--- config.mk ---
export PLATFORM = sky130hd
export DESIGN_NAME = adc_seq_ctrl
export DESIGN_NICKNAME = d
export VERILOG_FILES = /design/src/rtl/adc_seq_pkg.sv /design/src/rtl/adc_trig_edge.sv /design/src/rtl/adc_prescaler.sv /design/src/rtl/adc_conv_fsm.sv /design/src/rtl/adc_seq_ctrl.sv
export SDC_FILE = /design/constraint.sdc
export NUM_CORES = 1
export LEC_CHECK = 0
export ABC_AREA = 1
export BUFFER_PORTS_ARGS = -buffer_cell sky130_fd_sc_hd__buf_2
export CAP_MARGIN = 20
export CELL_PAD_IN_SITES_DETAIL_PLACEMENT = 0
export CELL_PAD_IN_SITES_GLOBAL_PLACEMENT = 2
export CORE_MARGIN = 2
export CORE_UTILIZATION = 31
export CTS_CLUSTER_SIZE = 16
export DETAILED_ROUTE_END_ITERATION = 6
export MAX_ROUTING_LAYER = met4
export PLACE_DENSITY = 0.85
export SYNTH_ARGS = -nofsm -noshare
export SYNTH_HDL_FRONTEND = slang
export SYNTH_SLANG_ARGS = --single-unit
--- constraint.sdc ---
create_clock -name clk_i -period 3.3 [get_ports clk_i]
set_clock_uncertainty 0.05 [all_clocks]
set_input_delay 0.165 -clock clk_i [delete_from_list [all_inputs] [get_ports clk_i]]
set_output_delay 0.165 -clock clk_i [all_outputs]
set_load 0.02 [all_outputs]
--- src/rtl/adc_seq_pkg.sv ---
`timescale 1ns/1ps
package adc_seq_pkg;
  localparam int unsigned CONV_TICKS_DEF = 13;
  typedef enum logic {ST_IDLE, ST_CONV} conv_state_e;
endpackage

--- src/rtl/adc_trig_edge.sv ---
`timescale 1ns/1ps
module adc_trig_edge #(
  parameter int unsigned N_TRIG = 8,
  localparam int unsigned SEL_W = (N_TRIG > 1) ? $clog2(N_TRIG) : 1
) (
  input  logic              clk_i,
  input  logic              rst_ni,
  input  logic [N_TRIG-1:0] trig_i,
  input  logic [SEL_W-1:0]  sel_i,
  output logic              rise_o
);
  logic trig_cur, trig_q;

  assign trig_cur = trig_i[sel_i];

  always_ff @(posedge clk_i or negedge rst_ni) begin
    if (!rst_ni) trig_q <= 1'b0;
    else         trig_q <= trig_cur;
  end

  assign rise_o = trig_cur & ~trig_q;
endmodule

--- src/rtl/adc_prescaler.sv ---
`timescale 1ns/1ps
module adc_prescaler #(
  parameter int unsigned PS_W = 3,
  localparam int unsigned CNT_W = (1 << PS_W) - 1
) (
  input  logic            clk_i,
  input  logic            rst_ni,
  input  logic            clr_i,
  input  logic [PS_W-1:0] sel_i,
  output logic            tick_o
);
  logic [CNT_W-1:0] cnt_q, last;

  assign last   = ~({CNT_W{1'b1}} << sel_i);
  assign tick_o = ~clr_i & (cnt_q == last);

  always_ff @(posedge clk_i or negedge rst_ni) begin
    if (!rst_ni)      cnt_q <= '0;
    else if (clr_i)   cnt_q <= '0;
    else if (tick_o)  cnt_q <= '0;
    else              cnt_q <= cnt_q + 1'b1;
  end
endmodule

--- src/rtl/adc_conv_fsm.sv ---
`timescale 1ns/1ps
module adc_conv_fsm
  import adc_seq_pkg::*;
#(
  parameter int unsigned CONV_TICKS = CONV_TICKS_DEF,
  parameter int unsigned CH_W = 4,
  localparam int unsigned TC_W = (CONV_TICKS > 1) ? $clog2(CONV_TICKS) : 1
) (
  input  logic            clk_i,
  input  logic            rst_ni,
  input  logic            enable_i,
  input  logic            start_req_i,
  input  logic            tick_i,
  input  logic [CH_W-1:0] chan_sel_i,
  output logic            start_acc_o,
  output logic            busy_o,
  output logic            done_o,
  output logic [CH_W-1:0] chan_o
);
  conv_state_e state_q;
  logic [TC_W-1:0] tcnt_q;
  logic last_tick;

  assign busy_o      = (state_q == ST_CONV);
  assign start_acc_o = enable_i & ~busy_o & start_req_i;
  assign last_tick   = busy_o & tick_i & (tcnt_q == TC_W'(CONV_TICKS - 1));

  always_ff @(posedge clk_i or negedge rst_ni) begin
    if (!rst_ni) begin
      state_q <= ST_IDLE;
      tcnt_q  <= '0;
      done_o  <= 1'b0;
      chan_o  <= '0;
    end else begin
      done_o <= 1'b0;
      if (!enable_i) begin
        state_q <= ST_IDLE;
        tcnt_q  <= '0;
      end else if (start_acc_o) begin
        state_q <= ST_CONV;
        tcnt_q  <= '0;
        chan_o  <= chan_sel_i;
      end else if (last_tick) begin
        state_q <= ST_IDLE;
        tcnt_q  <= '0;
        done_o  <= 1'b1;
      end else if (busy_o && tick_i) begin
        tcnt_q <= tcnt_q + 1'b1;
      end
    end
  end
endmodule

--- src/rtl/adc_seq_ctrl.sv ---
`timescale 1ns/1ps
module adc_seq_ctrl
  import adc_seq_pkg::*;
#(
  parameter int unsigned N_TRIG     = 8,
  parameter int unsigned PS_W       = 3,
  parameter int unsigned CH_W       = 4,
  parameter int unsigned CONV_TICKS = CONV_TICKS_DEF,
  localparam int unsigned SEL_W = (N_TRIG > 1) ? $clog2(N_TRIG) : 1
) (
  input  logic              clk_i,
  input  logic              rst_ni,
  input  logic              enable_i,
  input  logic              start_wr_i,
  input  logic              auto_en_i,
  input  logic [SEL_W-1:0]  trig_sel_i,
  input  logic [N_TRIG-1:0] trig_i,
  input  logic [PS_W-1:0]   prescale_i,
  input  logic [CH_W-1:0]   chan_sel_i,
  input  logic              irq_en_i,
  input  logic              flag_clr_i,
  output logic              busy_o,
  output logic [CH_W-1:0]   chan_o,
  output logic              done_o,
  output logic              flag_o,
  output logic              irq_o
);
  logic trig_rise, start_req, start_acc, tick;

  adc_trig_edge #(.N_TRIG(N_TRIG)) edge_i (
    .clk_i, .rst_ni, .trig_i, .sel_i(trig_sel_i), .rise_o(trig_rise)
  );

  assign start_req = start_wr_i | (auto_en_i & trig_rise);

  // any accepted start or power-down restarts the divider phase
  adc_prescaler #(.PS_W(PS_W)) presc_i (
    .clk_i, .rst_ni, .clr_i(~enable_i | start_acc), .sel_i(prescale_i), .tick_o(tick)
  );

  adc_conv_fsm #(.CONV_TICKS(CONV_TICKS), .CH_W(CH_W)) fsm_i (
    .clk_i, .rst_ni, .enable_i, .start_req_i(start_req), .tick_i(tick),
    .chan_sel_i, .start_acc_o(start_acc), .busy_o, .done_o, .chan_o
  );

  always_ff @(posedge clk_i or negedge rst_ni) begin
    if (!rst_ni)         flag_o <= 1'b0;
    else if (done_o)     flag_o <= 1'b1;
    else if (flag_clr_i) flag_o <= 1'b0;
  end

  assign irq_o = flag_o & irq_en_i;
endmodule

==> results of run 1 <==
final timing paths:
| kind | startpoint | endpoint | slack, ps | cells after the start |
|---|---|---|---|---|
| max reg2reg | presc_i.cnt_q[0] | presc_i.cnt_q[6] | 1810 | 6 |
| min | flag_clr_i | flag_o | 30 | 2 |
| min reg2reg | fsm_i.chan_o[0] | fsm_i.chan_o[0] | 440 | 2 |
| max in group asynchronous | rst_ni | fsm_i.tcnt_q[2] | 2590 | 2 |
| min in group asynchronous | rst_ni | presc_i.cnt_q[1] | 310 | 2 |
| max | presc_i.cnt_q[0] | presc_i.cnt_q[6] | 1810 | 6 |
cell usage after synthesis:
| master | count |
|---|---|
| nand2_4 | 1 |
| o21ai_0 | 2 |
| nand2_1 | 48 |
| a21oi_2 | 1 |
| dfrtp_1 | 19 |
| nor3_1 | 1 |
| and2_2 | 1 |
| nor4_1 | 2 |
| or2_0 | 1 |
| a21boi_4 | 1 |
| nand3_2 | 4 |
| nand3b_1 | 1 |
| nand2_2 | 1 |
| xnor2_1 | 2 |
| o21ai_1 | 1 |
| inv_2 | 2 |
| inv_1 | 26 |
| o21bai_1 | 1 |
| xor2_1 | 6 |
| buf_4 | 1 |
| and3_1 | 1 |
| ha_1 | 3 |
| o22ai_1 | 1 |
| nand4_1 | 2 |
| nand3_1 | 13 |
| nor2_4 | 3 |
| nor2_2 | 6 |
| nor2_1 | 9 |
where the power goes:
part | switching, mW | internal [mW] | leakage, nW | total, mW
Combinational | 0.0784 | 0.0474 | 0.525 | 0.126
Sequential | 0.0119 | 0.250 | 0.253 | 0.262
Clock | 0.0821 | 0.0840 | 0.0255 | 0.166
Total | 0.172 | 0.382 | 0.804 | 0.554
flip-flops by register name (all words and copies together), names as in the netlist:
name / count
edge_i.trig_q: 1
flag_o: 1
fsm_i.busy_o: 1
fsm_i.chan_o: 4
fsm_i.done_o: 1
fsm_i.tcnt_q: 4
presc_i.cnt_q: 7
per-stage QoR:
stage / power (mW) / setup slack, ps
floorplan: 0.346 / 2000
global placement: 0.391 / 1840
detailed placement: 0.393 / 1820
CTS: 0.562 / 1800
global route: 0.592 / 1680
finish: 0.554 / 1810
final cells by class:
type / count / area (sq um)
Sequential cell: 19 / 475
Fill cell: 396 / 2230
Clock inverter: 1 / 5.00
Timing Repair Buffer: 33 / 170
Inverter: 28 / 105
Multi-Input combinational cell: 112 / 629
Clock buffer: 3 / 41.3
Tap cell: 48 / 60.1
routing by layer:
metal  global-route usage, %  share of wire, %  vias up
met5                       -                 0        -
met4                    2.30              0.33        0
met3                    3.04               3.9        2
met2                    22.6                47       19
met1                    18.5                49      472
li1                        -                 -      561
worst max-delay path: cells and delay by family (launching register included):
family | cells | cell delay, ps
XOR/XNOR | 1 | 170
adder cells (fa/ha/maj) | 1 | 220
buffers and inverters | 1 | 70
flip-flops | 1 | 450
AND/OR/NAND/NOR | 3 | 430
kinds of logic (layout without fill, tap and decap cells):
| logic type | count (synthesis) | after routing | share of synthesized area [%] |
|---|---|---|---|
| AO/OA/AOI/OAI | 7 | 7 | 4.63 |
| XOR/XNOR | 8 | 8 | 5.76 |
| adder cells (fa/ha/maj) | 3 | 3 | 3.08 |
| buffers and inverters | 29 | 65 | 9.25 |
| flip-flops | 19 | 19 | 39.1 |
| AND/OR/NAND/NOR | 94 | 94 | 38.2 |
==> run_results.csv, run 1 <==
group,metric,value,unit
grt,grt_use_total,14.0,%
place,dpl_cell_area,1430,sq um
run,drv_cap,0,
critical_path,path_class,"reg -> reg",
floorplan,row_count,22,
run_status,outcome,"finished, final reports clean",
cts,hold_buffers,1,
critical_path,path_cells,"ha_1, inv_1, nor3_1, nand2_1, xor2_1, nor2_2",
routing,wire_per_inst,9.97,um
cts,post_cts_buffers,0,
floorplan,initial_core_util,32.8,%
layout,fin_area,1490,sq um
sta,timing.fmax,0.669,GHz
yosys,syn_nets,188,
place,port-buffer-count,32,
yosys,synth-seq-area-share,39.1,%
sta,slew_headroom,71.8,%
layout,final_cell_mix,"nand2_1 (48), buf_2 (32), inv_1 (26)",
place,place.gp.congestion,0.868,
routing,ant_nets,0,
sta,hold_viol_final,0,
critical_path,arrival,1600,ps
layout,finalCoreUtilization,40.0,%
critical_path,cp_max_fo,5,
yosys,post_synth_instance_area,1220,sq um
cts,clk_pin_slew_worst_paths,80,ps
cts,cts.sinks,19,
critical_path,cp.required,3410,ps
place,dp_hpwl,1.97,mm
sta,setup_violations,0,
yosys,yosysWarnings,0,
pwr,ir_drop,0.228,mV
cts,cts_tree,"yes",
yosys,syn-instance-count,160,
sta,worst_pin_slew,424,ps
floorplan,fp.dieH,66.7,um
yosys,yosysTopAreaCell,"dfrtp_1",
floorplan,die_x,66.7,um
sta,slew_violations,0,
place,dp_cells,239,
cts,worst_skew_pair.late_latency,260,ps
grt,grt_pass1_vias,1088,
cts,cts_buffers,3,
routing,dr.pass1.iters,4,
sta,setup-tns-final,0,ps
grt,grt_max_degree,20,
cts,clockBufferDepth,2,
floorplan,io_pins,33,
critical_path,cpPeakStageDelay,450,ps
sta,period_needed,1490,ps
critical_path,cp-start-kind,"flip-flop",
floorplan,dieArea,4440,sq um
yosys,synth.avg_cell_area,7.61,sq um
critical_path,cp_slowest_cell,"dfrtp_1",
sta,rsz0062_at_grt,"no",
layout,mostFrequentLayoutCell,"nand2_1",
layout,num_antenna_cells,0,
floorplan,core-area,3720,sq um
yosys,ys_types,28,
sta,finalCritPeriodShare,45.3,%
cts,h-tree-depth,1,
cts,cts.repair.resized,0,
layout,final_cells,244,
pwr,leakage,0.804,nW
routing,drt_iter0_drc,38,
grt,grt_first_pass_wirelength,4.71,mm
yosys,synth_top_area_share,39.1,%
yosys,synthTopCellsByArea,"dfrtp_1 (39%), nand2_1 (15%), inv_1 (8.0%)",
layout,area_growth,22.1,%
cts,cts_root_buffer,"clkbuf_8",
routing,vias_per_cell,4.32,
sta,holdWs,27.4,ps
layout,fin_nets,225,
routing,drt_wl_total,2.43,mm
routing,vias,1054,
pwr,powerDensity,373,nW/um^2
worst_hold_path,holdCritPathClass,"in -> reg",
grt,antenna_found_initial,0,
routing,drc,0,
yosys,synth-seq-cells,19,
grt,gr-total-overflow,0,
layout,drive_gt1_share,28.6,%
critical_path,worst_setup_path_end_kind,"flip-flop",
Note: power is estimated with default switching activity, not from simulation.
==> run 2, diff against run 1 <==
--- a/config.mk
+++ b/config.mk
@@ -11,11 +11,11 @@
 export CELL_PAD_IN_SITES_DETAIL_PLACEMENT = 0
 export CELL_PAD_IN_SITES_GLOBAL_PLACEMENT = 2
 export CORE_MARGIN = 2
-export CORE_UTILIZATION = 31
+export CORE_UTILIZATION = 28
 export CTS_CLUSTER_SIZE = 16
 export DETAILED_ROUTE_END_ITERATION = 6
 export MAX_ROUTING_LAYER = met4
-export PLACE_DENSITY = 0.85
+export PLACE_DENSITY = 0.78
 export SYNTH_ARGS = -nofsm -noshare
 export SYNTH_HDL_FRONTEND = slang
 export SYNTH_SLANG_ARGS = --single-unit
==> constraint.sdc (replaced) <==
create_clock -name clk_i -period 1.5 [get_ports clk_i]
set_clock_uncertainty 0.05 [all_clocks]
set_input_delay 0.075 -clock clk_i [delete_from_list [all_inputs] [get_ports clk_i]]
set_output_delay 0.075 -clock clk_i [all_outputs]
set_load 0.02 [all_outputs]
==> run 2 against run 1 <==
Against the previous run: maximum frequency grew 2.7%; critical path depth up 4; final area increased by 6.7%; setup slack lost 1800 ps; hold slack better by 19 ps; via count rose by 4.4%; largest power group unchanged; non-clock buffer count grew 9.
==> run_results.csv, run 2 (synthesis results as in run 1) <==
group,metric,value,unit
run_status,outcome,"finished, final reports clean",
routing,wire_per_inst,10.0,um
floorplan,fp.dieH,69.9,um
routing,vias_per_cell,4.31,
sta,finalCritPeriodShare,97.0,%
critical_path,crit_top_cell,"nand2_1",
cts,cts_tree,"yes",
routing,drt_iter0_drc,24,
cts,cts.sinks,19,
sta,worst_pin_slew,432,ps
sta,slew_headroom,71.2,%
floorplan,die_x,69.9,um
layout,area_growth,30.3,%
pwr,powerDensity,780,nW/um^2
floorplan,core-area,4090,sq um
sta,hold_viol_final,0,
grt,antenna_found_initial,0,
critical_path,cp_max_fo,4,
critical_path,path_class,"reg -> reg",
place,port-buffer-count,32,
cts,cts_root_buffer,"clkbuf_8",
layout,multi_input_area,646,sq um
cts,h-tree-depth,1,
layout,regMostFlops,"presc_i.cnt_q",
layout,top_regs,"presc_i.cnt_q x7, fsm_i.chan_o x4, fsm_i.tcnt_q x4",
layout,fin_nets,234,
critical_path,cp_slowest_cell,"dfrtp_1",
cts,clk_pin_slew_worst_paths,70,ps
critical_path,worst_setup_path_end_kind,"flip-flop",
layout,drive_gt1_share,31.7,%
layout,seqCellArea,477,sq um
critical_path,crit_buf_inv,1,
floorplan,io_pins,33,
routing,vias,1100,
routing,dr.pass1.iters,4,
cts,worst_skew_pair.late_latency,260,ps
grt,grt_first_pass_wirelength,4.46,mm
pwr,leakage,0.847,nW
routing,ant_nets,0,
sta,rsz0062_at_grt,"yes",
floorplan,initial_core_util,29.8,%
grt,grt_use_total,11.4,%
routing,drt_wl_total,2.56,mm
routing,drc,0,
sta,setup-tns-final,0,ps
floorplan,dieArea,4890,sq um
critical_path,cpPeakStageDelay,410,ps
critical_path,arrival,1560,ps
cts,cts_buffers,3,
layout,num-fill-cells,431,
sta,timing.fmax,0.687,GHz
pwr,ir_drop,0.416,mV
sta,slew_violations,0,
place,dp_hpwl,2.05,mm
sta,setup_violations,0,
critical_path,path_cells,"inv_1, nor2_1, nand2_1, nand3_2, nor2_4, nand4_1, nand2_1, nor2_1, nand3_1, nand2_1",
worst_hold_path,holdCritPathClass,"in -> reg",
grt,gr-total-overflow,0,
critical_path,cp-start-kind,"flip-flop",
place,place.gp.congestion,0.825,
grt,grt_max_degree,20,
layout,largest_reg_flops,7,
critical_path,cp.required,1600,ps
layout,num_antenna_cells,0,
floorplan,row_count,23,
cts,clockBufferDepth,2,
grt,grt_pass1_vias,1071,
sta,period_needed,1460,ps
layout,finalCoreUtilization,38.8,%
critical_path,critical_path.top_delay_family,"simple AND/OR/NAND/NOR gates",
run,drv_cap,0,
layout,mostFrequentLayoutCell,"nand2_1",
layout,final_cell_mix,"nand2_1 (48), buf_2 (32), inv_1 (25)",
run 2: changes by cell type in the layout (fill, tap and decap cells not counted), sizes merged:
cell,change
buf,+4
dlygate4sd3,+5
run 2: worst paths after layout:
check,startpoint,cells after the start,end,slack [ps]
max,presc_i.cnt_q[1],10,fsm_i.tcnt_q[2],40
max in group asynchronous,rst_ni,2,presc_i.cnt_q[0],820
min in group asynchronous,rst_ni,2,edge_i.trig_q,250
min,enable_i,3,fsm_i.tcnt_q[2],50
min reg2reg,fsm_i.done_o,1,flag_o,430
max reg2reg,presc_i.cnt_q[1],10,fsm_i.tcnt_q[2],40
run 2: area by class of cell:
class	count	area share [%]
multi-input cells	112	40.7
clock inverters	1	0.315
well taps	50	3.94
clock buffers	3	2.60
inverters	28	6.62
repair buffers	42	15.8
flip-flops and latches	19	30.0
run 2: metrics by stage:
stage	hold slack (ps)	power (mW)	instances	worst slack, ps	cell area (sq um)
finish	46.3	1.24	255	44.9	1590
global route	50.7	1.32	255	-47.5	1590
CTS	41.7	1.25	252	52.7	1550
detailed placement	-1.90	0.870	242	74.4	1440
global placement	-0.821	0.868	242	78.9	1440
floorplan	-271	0.761	160	203	1220
run 2: power by group:
part	internal, mW	total (mW)	leakage, nW	switching (mW)
combinational	0.121	0.299	0.570	0.178
sequential	0.552	0.579	0.252	0.0267
clock	0.185	0.359	0.0255	0.174
run 2: layer usage:
metal	up-vias	GRT usage (%)	part of all wire [%]
met4	0	3.85	1.2
met2	27	19.3	46
met1	485	13.3	49
met3	5	2.60	3.9
li1	583	-	-
met5	-	-	0
run 2: worst register-to-register path: stages (launching register included):
cell	delay [ps]
dfrtp_1	410
inv_1	100
nor2_1	50
nand2_1	70
nand3_2	80
nor2_4	140
nand4_1	170
nand2_1	120
nor2_1	40
nand3_1	70
nand2_1	50
run 2: repair_timing:
item	4_1_cts	5_1_grt
resized for setup	0	5
endpoints found under the hold margin	24	0
hold buffers	6	0
setup endpoints to repair	0	6
setup buffers	0	3
==> run 3, diff against run 2 <==
--- a/config.mk
+++ b/config.mk
@@ -16,6 +16,7 @@
 export DETAILED_ROUTE_END_ITERATION = 6
 export MAX_ROUTING_LAYER = met4
 export PLACE_DENSITY = 0.78
+export REMOVE_ABC_BUFFERS = 1
 export SYNTH_ARGS = -nofsm -noshare
 export SYNTH_HDL_FRONTEND = slang
 export SYNTH_SLANG_ARGS = --single-unit
==> constraint.sdc (replaced) <==
create_clock -name clk_i -period 1.5 [get_ports clk_i]
set_clock_uncertainty 0.05 [all_clocks]
set_input_delay 0.225 -clock clk_i [delete_from_list [all_inputs] [get_ports clk_i]]
set_output_delay 0.225 -clock clk_i [all_outputs]
set_load 0.02 [all_outputs]
==> run 3 against run 2 <==
Against the previous run: sequential share of layout area is 1.4 points higher; critical endpoint unchanged; largest cell class unchanged; register-to-register slack improved by 80 ps; setup slack better by 81 ps; combinational power is 4% lower; first-iteration DRC count grew 25%.
==> run_results.csv, run 3 (synthesis results as in run 1) <==
group,metric,value,unit
cts,clk_pin_slew_worst_paths,80,ps
layout,area_growth,25.0,%
grt,grt_first_pass_wirelength,4.73,mm
pwr,powerDensity,812,nW/um^2
critical_path,reg2regPathDepth,10,
layout,regMostFlops,"presc_i.cnt_q",
critical_path,cp_max_fo,4,
grt,antenna_found_initial,0,
layout,num_antenna_cells,0,
grt,grt_pass1_vias,1083,
cts,cts_buffers,3,
critical_path,cp.required,1610,ps
layout,drive_gt1_share,32.3,%
cts,cts_root_buffer,"clkbuf_8",
routing,drc,0,
cts,cts_tree,"yes",
floorplan,dieArea,4890,sq um
floorplan,core-area,4090,sq um
critical_path,cp-start-kind,"flip-flop",
critical_path,arrival,1480,ps
floorplan,io_pins,33,
cts,clockBufferDepth,2,
sta,slew_violations,0,
routing,drt_iter0_drc,30,
sta,period_needed,1370,ps
floorplan,fp.dieH,69.9,um
layout,fin_nets,227,
routing,drt_wl_total,2.71,mm
critical_path,path_class,"reg -> reg",
layout,mostFrequentLayoutCell,"nand2_1",
routing,dr.pass1.iters,4,
sta,setup_violations,0,
sta,rsz0062_at_grt,"yes",
place,dpl_cell_area,1440,sq um
layout,top_regs,"presc_i.cnt_q x7, fsm_i.chan_o x4, fsm_i.tcnt_q x4",
floorplan,row_count,23,
floorplan,die_x,69.9,um
pwr,ir_drop,0.421,mV
critical_path,worst_setup_path_end_kind,"flip-flop",
critical_path,r2r_end,"fsm_i.tcnt_q[2]",
critical_path,crit_path_end,"fsm_i.tcnt_q[2]",
layout,fin_area,1520,sq um
cts,cts.sinks,19,
sta,finalCritPeriodShare,91.6,%
critical_path,r2r_slack,130,ps
cts,h-tree-depth,1,
critical_path,crit_start,"presc_i.cnt_q[5]",
routing,vias_per_cell,4.33,
routing,vias,1073,
sta,slew_headroom,69.5,%
critical_path,rr_startpoint,"presc_i.cnt_q[5]",
worst_hold_path,holdCritPathClass,"in -> reg",
layout,num-fill-cells,448,
sta,timing.fmax,0.728,GHz
place,dp_hpwl,2.10,mm
run_status,outcome,"finished, final reports clean",
cts,worst_skew_pair.late_latency,260,ps
sta,worst_pin_slew,457,ps
layout,final_cell_mix,"nand2_1 (48), buf_2 (32), inv_1 (24)",
run,drv_cap,0,
routing,ant_nets,0,
floorplan,initial_core_util,29.8,%
routing,wire_per_inst,10.9,um
layout,finalCoreUtilization,37.2,%
grt,gr-total-overflow,0,
place,place.gp.congestion,0.804,
place,port-buffer-count,32,
grt,grt_max_degree,20,
pwr,leakage,0.811,nW
layout,largest_reg_flops,7,
grt,grt_use_total,12.1,%
sta,hold_viol_final,0,
==> run 3: area by class of cell <==
class,count,area [sq um],area share [%]
multi-input cells,112,646,42.4
flip-flops and latches,19,478,31.4
repair buffers,35,185,12.2
inverters,28,105,6.91
well taps,50,62.6,4.11
clock buffers,4,45.0,2.96
==> run 3: per-stage QoR <==
step	hold slack [ps]	setup slack (ps)	std cells	setup TNS [ps]	total power, mW
final	86.1	126	248	0	1.23
after global routing	90.4	-27.4	248	-45.6	1.32
after CTS	82.6	70.5	247	0	1.26
after detailed placement	159	35.9	242	0	0.872
after global placement	152	67.2	242	0	0.870
after floorplan	-121	203	159	0	0.758
==> run 3: per-layer routing <==
metal / vias to the layer above / track usage, % / share of wire, %
li1: 571 / - / -
met1: 473 / 15.2 / 47
met2: 25 / 19.8 / 48
met3: 4 / 2.89 / 4.3
met4: 0 / 2.56 / 0.85
met5: - / - / 0
==> run 3: power by group <==
part | internal [mW] | total (mW) | switching (mW)
combinational | 0.108 | 0.286 | 0.178
clock | 0.189 | 0.369 | 0.180
sequential | 0.552 | 0.580 | 0.0279
==> run 3: how the worst min path moves through the flow <==
stage / slack [ps] / depth (start not counted) / end / start
after floorplan: -120 / 0 / edge_i.trig_q / rst_ni
after global placement: 150 / 1 / edge_i.trig_q / rst_ni
after detailed placement: 160 / 1 / edge_i.trig_q / rst_ni
after CTS: 80 / 2 / flag_o / flag_clr_i
after global routing: 90 / 2 / flag_o / flag_clr_i
final: 90 / 2 / flag_o / flag_clr_i
==> run 3: critical path, stage by stage, from the launching register on <==
cell and delay, ps:
dfrtp_1 420, inv_2 80, nand2_1 60, nand2_1 50, nand2_1 80, nor2_4 110
nand4_1 170, nand2_1 100, nor2_1 40, nand3_1 70, nand2_1 50
==> run 3: what timing repair did <==
action	4_1_cts	5_1_grt
hold buffers	1	0
buffers inserted	0	1
hold endpoints to repair	19	0
resized for setup	0	7
endpoints found under the setup margin	0	5
